--- src/rtl/bsq_pkg.sv ---
package bsq_pkg;
  localparam int unsigned DEF_ADDR_W  = 17;
  localparam int unsigned DEF_BURST_W = 2;

  typedef enum logic [1:0] {
    ST_NONE = 2'd0,
    ST_PROC = 2'd1,
    ST_CTRL = 2'd2
  } start_e;
endpackage

--- src/rtl/bsq_start_decode.sv ---
module bsq_start_decode
  import bsq_pkg::*;
(
  input  logic   ads_proc_n,
  input  logic   ads_ctrl_n,
  input  logic   ce_n,
  input  logic   ce2,
  input  logic   ce2_n,
  output start_e kind,
  output logic   sel_next
);
  logic proc_ok;
  logic sec_ok;

  // the processor strobe is masked by the primary enable
  assign proc_ok = !ads_proc_n && !ce_n;
  assign sec_ok  = ce2 && !ce2_n;

  always_comb begin
    kind     = ST_NONE;
    sel_next = 1'b0;
    if (proc_ok) begin
      kind     = ST_PROC;
      sel_next = sec_ok;
    end else if (!ads_ctrl_n) begin
      kind     = ST_CTRL;
      sel_next = !ce_n && sec_ok;
    end
  end
endmodule

--- src/rtl/bsq_beat_counter.sv ---
module bsq_beat_counter #(
  parameter int unsigned W = 2
) (
  input  logic         clk,
  input  logic         rst,
  input  logic         clear,
  input  logic         step,
  output logic [W-1:0] cnt
);
  always_ff @(posedge clk) begin
    if (rst || clear) cnt <= '0;
    else if (step)    cnt <= cnt + 1'b1;  // wraps modulo 2**W
  end
endmodule

--- src/rtl/bsq_order_map.sv ---
module bsq_order_map #(
  parameter int unsigned W = 2
) (
  input  logic [W-1:0] base,
  input  logic [W-1:0] cnt,
  input  logic         interleave,
  output logic [W-1:0] low
);
  logic [W-1:0] lin;
  logic [W-1:0] ilv;

  assign lin = base + cnt;
  assign ilv = base ^ cnt;
  assign low = interleave ? ilv : lin;
endmodule

--- src/rtl/bsq_burst_seq.sv ---
module bsq_burst_seq
  import bsq_pkg::*;
#(
  parameter int unsigned ADDR_W  = DEF_ADDR_W,
  parameter int unsigned BURST_W = DEF_BURST_W
) (
  input  logic              clk,
  input  logic              rst,
  input  logic              ads_proc_n,
  input  logic              ads_ctrl_n,
  input  logic              adv_n,
  input  logic              ce_n,
  input  logic              ce2,
  input  logic              ce2_n,
  input  logic              mode,
  input  logic [ADDR_W-1:0] addr_in,
  output logic [ADDR_W-1:0] addr_out,
  output logic              sel
);
  localparam int unsigned UP_W = ADDR_W - BURST_W;

  start_e              kind;
  logic                sel_next;
  logic                start;
  logic                step;
  logic [ADDR_W-1:0]   addr_q;
  logic                ilv_q;
  logic                sel_q;
  logic [BURST_W-1:0]  cnt;
  logic [BURST_W-1:0]  low;

  bsq_start_decode u_dec (
    .ads_proc_n (ads_proc_n),
    .ads_ctrl_n (ads_ctrl_n),
    .ce_n       (ce_n),
    .ce2        (ce2),
    .ce2_n      (ce2_n),
    .kind       (kind),
    .sel_next   (sel_next)
  );

  assign start = (kind != ST_NONE);
  assign step  = !start && sel_q && !adv_n;

  always_ff @(posedge clk) begin
    if (rst) begin
      addr_q <= '0;
      sel_q  <= 1'b0;
      ilv_q  <= 1'b1;
    end else if (start) begin
      addr_q <= addr_in;
      sel_q  <= sel_next;
      ilv_q  <= mode;
    end
  end

  bsq_beat_counter #(.W(BURST_W)) u_cnt (
    .clk   (clk),
    .rst   (rst),
    .clear (start),
    .step  (step),
    .cnt   (cnt)
  );

  bsq_order_map #(.W(BURST_W)) u_map (
    .base       (addr_q[BURST_W-1:0]),
    .cnt        (cnt),
    .interleave (ilv_q),
    .low        (low)
  );

  assign addr_out = {addr_q[ADDR_W-1 -: UP_W], low};
  assign sel      = sel_q;
endmodule

--- config.mk ---
export PLATFORM = sky130hd
export DESIGN_NAME = bsq_burst_seq
export DESIGN_NICKNAME = d
export VERILOG_FILES = /design/src/rtl/bsq_pkg.sv /design/src/rtl/bsq_start_decode.sv /design/src/rtl/bsq_beat_counter.sv /design/src/rtl/bsq_order_map.sv /design/src/rtl/bsq_burst_seq.sv
export SDC_FILE = /design/constraint.sdc
export NUM_CORES = 1
export LEC_CHECK = 0
export ABC_AREA = 1
export BUFFER_PORTS_ARGS = -buffer_cell sky130_fd_sc_hd__buf_4
export CAP_MARGIN = 40
export CORE_ASPECT_RATIO = 0.75
export CORE_MARGIN = 4
export CORE_UTILIZATION = 45
export DETAILED_ROUTE_END_ITERATION = 8
export HOLD_SLACK_MARGIN = 0.03
export PLACE_DENSITY = 0.77
export RECOVER_POWER = 100
export SLEW_MARGIN = 0
export SYNTH_ARGS = -nofsm -noshare
export SYNTH_HDL_FRONTEND = slang
export SYNTH_SLANG_ARGS = --single-unit
--- constraint.sdc ---
create_clock -name clk -period 2.2 [get_ports clk]
set_input_delay 0.44 -clock clk [delete_from_list [all_inputs] [get_ports clk]]
set_output_delay 0.44 -clock clk [all_outputs]
set_load 0.01 [all_outputs]
# Yosys cells after proc, flatten, opt, wreduce, memory -nomap -nowiden
# Cells that the tools add are included.
# W data, S select, Z words.
[classes] mux=5 addsub=2 reduce_logical=12 n_bitwise=1
[ops] cell="$mux W2" n=3
[ops] cell="$logic_and A1 B1 Y1" n=5
[ops] cell="$logic_not A1 Y1" n=5
[ops] cell="$add A2 B1 Y2 const B" n=1
[ops] cell="$add A2 B2 Y2" n=1
[ops] cell="$mux W1" n=2
[ops] cell="$reduce_bool A2 Y1" n=1
[ops] cell="$xor A2 B2 Y2" n=1
[ops] cell="$logic_or A1 B1 Y1" n=1
[totals] register_bits=21 word_cells=24 out_inout_bits=18 in_bits=26

# Depth between registers and ports, before layout
# Gate-level depths: netlist (run 1).
[logic_depth] ltp_word=7 depth_mapped=6 ltp_nobuf=6

# Cells and area by module
# Synthesis (run 1) repeated with hierarchy kept, for this count alone.
[unflattened] hier_cells=139 area_unflattened_um2=1099.8
[modules_own_cells] module="bsq_burst_seq" area_each_um2=893.4 cells_per_inst=101 seq_area_each_um2=380.4 instances=1
[modules_own_cells] module="bsq_beat_counter" area_each_um2=97.6 cells_per_inst=14 seq_area_each_um2=40.0 instances=1
[modules_own_cells] module="bsq_order_map" area_each_um2=67.6 cells_per_inst=15 seq_area_each_um2=0.0 instances=1
[modules_own_cells] module="bsq_start_decode" area_each_um2=41.3 cells_per_inst=9 seq_area_each_um2=0.0 instances=1

# Worst setup path after synthesis (run 1)
# No wires, ideal clock.
[synth_timing] path_type="register to output" from="reg u_cnt.cnt[0]" to="out addr_out[1]" required_ps=1760 path_stages_with_launch=6 slack_ps=958 t_arrival_ps=802 path_buffers=0 path_cell_list="dfxtp_1 > ha_1 > inv_1 > nor2_1 > xor2_1 > inv_1"
[synth_via] elab_chain_cells=2
[synth_rtl] element="start: declaration" line_no="bsq_beat_counter.sv:8" text="output logic [W-1:0] cnt"
[synth_rtl] element="start signal: assignment" line_no="bsq_beat_counter.sv:12" text="else if (step) cnt <= cnt + 1'b1;"
[synth_rtl] element="$add A2 B2 Y2" line_no="bsq_order_map.sv:12" text="assign lin = base + cnt;"
[synth_rtl] element="$mux W2" line_no="bsq_order_map.sv:14" text="assign low = interleave ? ilv : lin;"
[synth_rtl] element="end: declaration" line_no="bsq_burst_seq.sv:17" text="output logic [ADDR_W-1:0] addr_out,"
# No other way between the ends.

# Worst setup path in the final report (run 1)
# Ends and elaborated chain as after synthesis.

==> results of run 1 <==
## logic make-up after synthesis
group	after synthesis
adders and majority gates	1
buffers and inverters	29
DFF	21
xor gates and xnor gates	2
and+or+nand+nor	51
AOI/OAI and AO/OA	21
## metal layers
metal / wire [um] / global-route usage, % / vias up
met5: 0 / 0 / -
met4: 0 / 2.17 / 0
met3: 172 / 6.25 / 0
met2: 944 / 23.3 / 30
met1: 882 / 13.8 / 356
li1: - / - / 434
## metrics by stage
step | hold WS [ns] | power [uW] | worst slack [ns]
after global placement | 0.459 | 576 | 0.712
final | 0.306 | 726 | 0.473
after CTS | 0.314 | 758 | 0.450
after floorplan | 0.443 | 531 | 0.958
after global routing | 0.281 | 773 | 0.407
after detailed placement | 0.461 | 581 | 0.651
## state kept, by name (all words and copies together), names as in the netlist
| signal | count |
|---|---|
| sel | 1 |
| addr_q | 17 |
| u_cnt.cnt | 2 |
| ilv_q | 1 |
## final cells by class
type / count / area, sq um
clock buffers: 4 / 26.3
repair buffers: 43 / 255
multi-input cells: 75 / 363
well taps: 24 / 30.0
flip-flops and latches: 21 / 420
inverters: 10 / 40.0
fillers: 218 / 915
## worst paths after layout
check               start            to  slack [ns]  cells past startpoint
max          u_cnt.cnt[0]   addr_out[1]        0.47                      6
max reg2reg  u_cnt.cnt[0]  u_cnt.cnt[1]        1.29                      5
min reg2reg         ilv_q         ilv_q        0.49                      2
min                   rst           sel        0.31                      2
## placed cells by master, fill, tap and decap left out
cell / count
o21ai_0: 16
nor3b_1: 1
nor2_2: 2
ha_1: 1
o21ai_1: 2
dfxtp_1: 21
clkbuf_4: 4
nor2_1: 37
inv_4: 1
xnor2_1: 1
a21oi_1: 1
a21oi_2: 1
buf_4: 24
inv_2: 1
a31oi_1: 1
xor2_1: 1
clkbuf_1: 19
nor2_4: 1
inv_1: 8
nand4_1: 2
nand2_1: 6
nand3_1: 1
nand4_2: 1
## power by group
group,leakage (uW),internal (uW),switching (uW)
combinational,0.000334,58.2,69.1
sequential,0.000174,406,14.0
clock,0.0000150,70.6,107
==> impl_metrics.tcl, run 1 <==
set metrics [dict create \
    max_cap_violations 0 \
    synthTopCellsByArea "dfxtp_1 43%, nor2_1 13%, buf_4 11%" \
    antenna_found_initial 0 \
    synth_fa_ha_area_share_pct 1.27 \
    hold_buffers 0 \
    clkSinkCount 21 \
    grtUsageTotal_pct 12.9 \
    postLayoutCoreUtil_pct 55.4 \
    crit_buf_inv 3 \
    firstDrtPassIters 4 \
    synth-seq-cells 21 \
    yosysTopAreaCellShare_pct 42.5 \
    post-route-drc-count 0 \
    area_delta_synth_final_pct 14.8 \
    tns_ns 0 \
    cts_buffers 3 \
    yosysSeqAreaShare_pct 42.5 \
    rsz0062_at_grt "no" \
    dieArea_sq_um 3020 \
    finalWirelength_um 2000 \
    grt_pass1_vias 790 \
    outcome "finished clean" \
    nets 181 \
    placedCellCount 173 \
    start_util_pct 48.2 \
    grt_max_degree 24 \
    fin_cells 177 \
    period_minus_slack_ns 1.73 \
    period_share_pct 78.5 \
    port_buffers 43 \
    ant_nets 0 \
    syn-cell-area_sq_um 988 \
    die_y_um 48.6 \
    cp.required_ns 1.76 \
    ys_async_sr_fraction_pct 0 \
    arrival_ns 1.29 \
    critPathLaunchType "flip-flop" \
    synth.largest_area_cell "dfxtp_1" \
    grt_overflow 0 \
    min_path_type "input pin to flip-flop" \
    finClkSkew_ns 0.000128 \
    crit_slowest_cell "dfxtp_1" \
    cpLargestDelayFamily "flip-flops" \
    clk_latency_ns 0.29 \
    ir_worst_vdd_uv 344 \
    maxSlewViolCount 0 \
    grt_pass1_wl_um 3260 \
    vias_per_cell 4.63 \
    cts_resized 0 \
    rows 14 \
    ctsRootBufferMaster "clkbuf_4" \
    die_w_um 62.1 \
    drive_gt1_share_pct 22.9 \
    wire_per_inst_um 11.3 \
    hold_viol 0 \
    syn-num-nets 152 \
    dpl.hpwl_um 1530 \
    worst_pin_slew_ns 0.472 \
    endpoint_kind "output pin" \
    globalplace.congestion 0.691 \
    synth-main-ff-cell "dfxtp_1" \
    crit_type "flip-flop to output pin" \
    vias 820 \
    clockBufferDepth 2 \
    path_clk_slew_ns 0.11 \
    synth_cells 125 \
    synth-compound-area-share_pct 11.5 \
    yosys.area_share.simple_pct 23.5 \
    synth_top_family_by_area "simple AND/OR/NAND/NOR gates" \
    cpMostUsedCell "inv_1" \
    powerDensity_nw_per_um2 639 \
    postCtsSetupBuffers 0 \
    htreeDepth 1 \
    p_leak_uw 0.000523 \
    diodes 0 \
    yosysMostFrequentCell "nor2_1" \
    avgSynthCellArea_sq_um 7.91 \
    crit_fanout 3 \
    path_cells "ha_1 -> inv_1 -> nor2_1 -> xor2_1 -> inv_1 -> clkbuf_1" \
    max_stage_delay_ns 0.37 \
    setup_violations 0 \
    synth-xor-area-share_pct 1.77 \
    drtIter0Drc 23 \
    io_pins 44 \
    post_dp_cell_area_sq_um 1190 \
    postLayoutCellArea_sq_um 1130 \
    yosysWarningCount 0 \
    fp.coreArea_sq_um 2050 \
    synthMuxAreaShare_pct 0 \
    tritoncts "built" \
    synth_edf_count 0 \
    synth_common_cells "35 x nor2_1, 21 x dfxtp_1, 16 x o21ai_0, 15 x buf_4, 8 x inv_1" \
    synth_cell_types 22 \
    clock.fmax_mhz 579 \
    relSlewSlack_pct 68.4 \
]
Note: power is estimated with default switching activity, not from simulation.
==> run 2, diff against run 1 <==
Clock period 2.2 ns to 1.7 ns, I/O delays scaled along.
==> run 2 against run 1 <==
Net effect:
- sequential cell count unchanged
- final cell count up 1.1%
- sequential share of layout area down 0.54 points
- worst hold slack lost 0.085 ns
- setup slack worse by 0.37 ns
- critical path type unchanged
- highest routed layer is now met4
==> impl_metrics.tcl, run 2 (synthesis gave the netlist of run 1 again) <==
set metrics [dict create \
    grt_overflow 0 \
    hold_path_end "sel" \
    diodes 0 \
    arrival_ns 1.26 \
    rows 14 \
    grtUsageTotal_pct 13.9 \
    largest_register "addr_q" \
    powerDensity_nw_per_um2 822 \
    top_regs "addr_q: 17 flops, u_cnt.cnt: 2 flops" \
    antenna_found_initial 0 \
    wire_per_inst_um 11.7 \
    hold_viol 0 \
    min_path_type "input pin to flip-flop" \
    drive_gt1_share_pct 26.5 \
    cp.required_ns 1.36 \
    firstDrtPassIters 4 \
    io_pins 44 \
    endpoint_kind "output pin" \
    ctsRootBufferMaster "clkbuf_4" \
    grt_max_degree 20 \
    hold_ws_ns 0.221 \
    final_cell_mix "38 x nor2_1, 29 x buf_4, 19 x dfxtp_1" \
    path_cells "ha_1 -> inv_1 -> nor2_1 -> xor2_1 -> inv_1 -> buf_4" \
    timing.rr.start "u_cnt.cnt[0]" \
    vias_per_cell 4.71 \
    largest_reg_flops 17 \
    worst_slack_ns 0.0995 \
    vias 843 \
    area_delta_synth_final_pct 17.2 \
    path_clk_slew_ns 0.11 \
    drtIter0Drc 23 \
    dieArea_sq_um 3020 \
    crit_slowest_cell "dfxtp_2" \
    htreeDepth 1 \
    power_frac_seq_pct 57.1 \
    relSlewSlack_pct 49.1 \
    crit_type "flip-flop to output pin" \
    wl_met3_um 154 \
    outcome "finished clean" \
    critPathLaunchType "flip-flop" \
    postLayoutCellArea_sq_um 1160 \
    globalplace.congestion 0.719 \
    routed.top_layer "met4" \
    switchingPower_uw 256 \
    hold_depth 2 \
    clock.fmax_mhz 625 \
    num-fill-cells 219 \
    max_stage_delay_ns 0.36 \
    finalWirelength_um 2100 \
    finClkSkew_ns 0.0000153 \
    ir_worst_vdd_uv 660 \
    grt_pass1_wl_um 3460 \
    post-route-drc-count 0 \
    grt_pass1_vias 826 \
    dp_slack_ns 0.395 \
    tritoncts "built" \
    die_y_um 48.6 \
    port_buffers 43 \
    p_comb_share_pct 17.9 \
    post_dp_cell_area_sq_um 1200 \
    r2r_slack_ns 0.82 \
    dpl.hpwl_um 1660 \
    die_w_um 62.1 \
    nets 183 \
    worst_pin_slew_ns 0.761 \
    cts_buffers 3 \
    clockBufferDepth 2 \
    wl_met1_um 929 \
    setup_violations 0 \
    period_minus_slack_ns 1.60 \
    clkSinkCount 21 \
    p_leak_uw 0.000541 \
    cpMostUsedCell "inv_1" \
    period_share_pct 94.1 \
    r2r-end "u_cnt.cnt[1]" \
    clk_latency_ns 0.30 \
    fp.coreArea_sq_um 2050 \
    max_cap_violations 0 \
    clkPwrFrac_pct 25.0 \
    p_sw_share_pct 26.8 \
    hold_buffers 0 \
    crit_fanout 3 \
    layout_commonest_cell "nor2_1" \
    reg2reg_depth 5 \
    start_util_pct 48.2 \
    routed-wl-met2_um 1010 \
    intPower_uw 697 \
    ant_nets 0 \
    hp-start "rst" \
    maxSlewViolCount 0 \
]
==> run 2: worst max-delay path by stage <==
stage	from	endpoint	slack (ns)	cells past startpoint
after floorplan	u_cnt.cnt[0]	addr_out[1]	0.56	5
after global placement	u_cnt.cnt[0]	addr_out[1]	0.44	6
after detailed placement	u_cnt.cnt[0]	addr_out[1]	0.39	6
after CTS	u_cnt.cnt[0]	addr_out[1]	0.05	6
after global routing	u_cnt.cnt[0]	addr_out[1]	-0.008	6
final	u_cnt.cnt[0]	addr_out[1]	0.1	6
==> run 2: per-stage QoR <==
stage               total power [uW]  util [%]  setup TNS, ns  cells
floorplan                        687         -              0    125
global placement                 748      58.4              0    174
detailed placement               755      58.4              0    174
CTS                              989      59.7              0    178
global route                    1000      56.5       -0.00778    179
finish                           953      56.5              0    179
==> run 2: repair_timing <==
| item | 4_1_cts | 5_1_grt |
|---|---|---|
| resized for setup | 0 | 2 |
| hold endpoints to repair | 0 | 0 |
| endpoints found under the setup margin | 0 | 1 |
| setup buffers | 0 | 1 |
==> run 2: critical path, delay by kind of cell, from the launching register on <==
family	cells	cell delay (ns)
DFF	1	0.36
and+or+nand+nor	1	0.10
xor gates and xnor gates	1	0.15
adders and majority gates	1	0.13
buffers and inverters	3	0.22
==> run 2: power groups by stage <==
stage / Clock (uW) / Combinational [uW] / Sequential [uW]
after detailed placement: 0 / 198 / 557
after global placement: 0 / 194 / 555
after CTS: 245 / 199 / 546
after floorplan: 0 / 135 / 552
after global routing: 262 / 190 / 550
final: 239 / 170 / 544
==> run 2: final cells by class <==
cell class	count	area, sq um	share of cell area, %
repair buffers	45	278	24.0
well taps	24	30.0	2.59
multi-input cells	75	364	31.4
inverters	10	37.5	3.24
flip-flops and latches	21	423	36.5
clock buffers	4	26.3	2.27
==> run 2: layer usage <==
metal | vias to the layer above | global-route usage [%]
met5 | - | 0
met4 | 0 | 3.25
met3 | 2 | 5.32
met2 | 30 | 25.2
met1 | 372 | 15.1
li1 | 439 | -
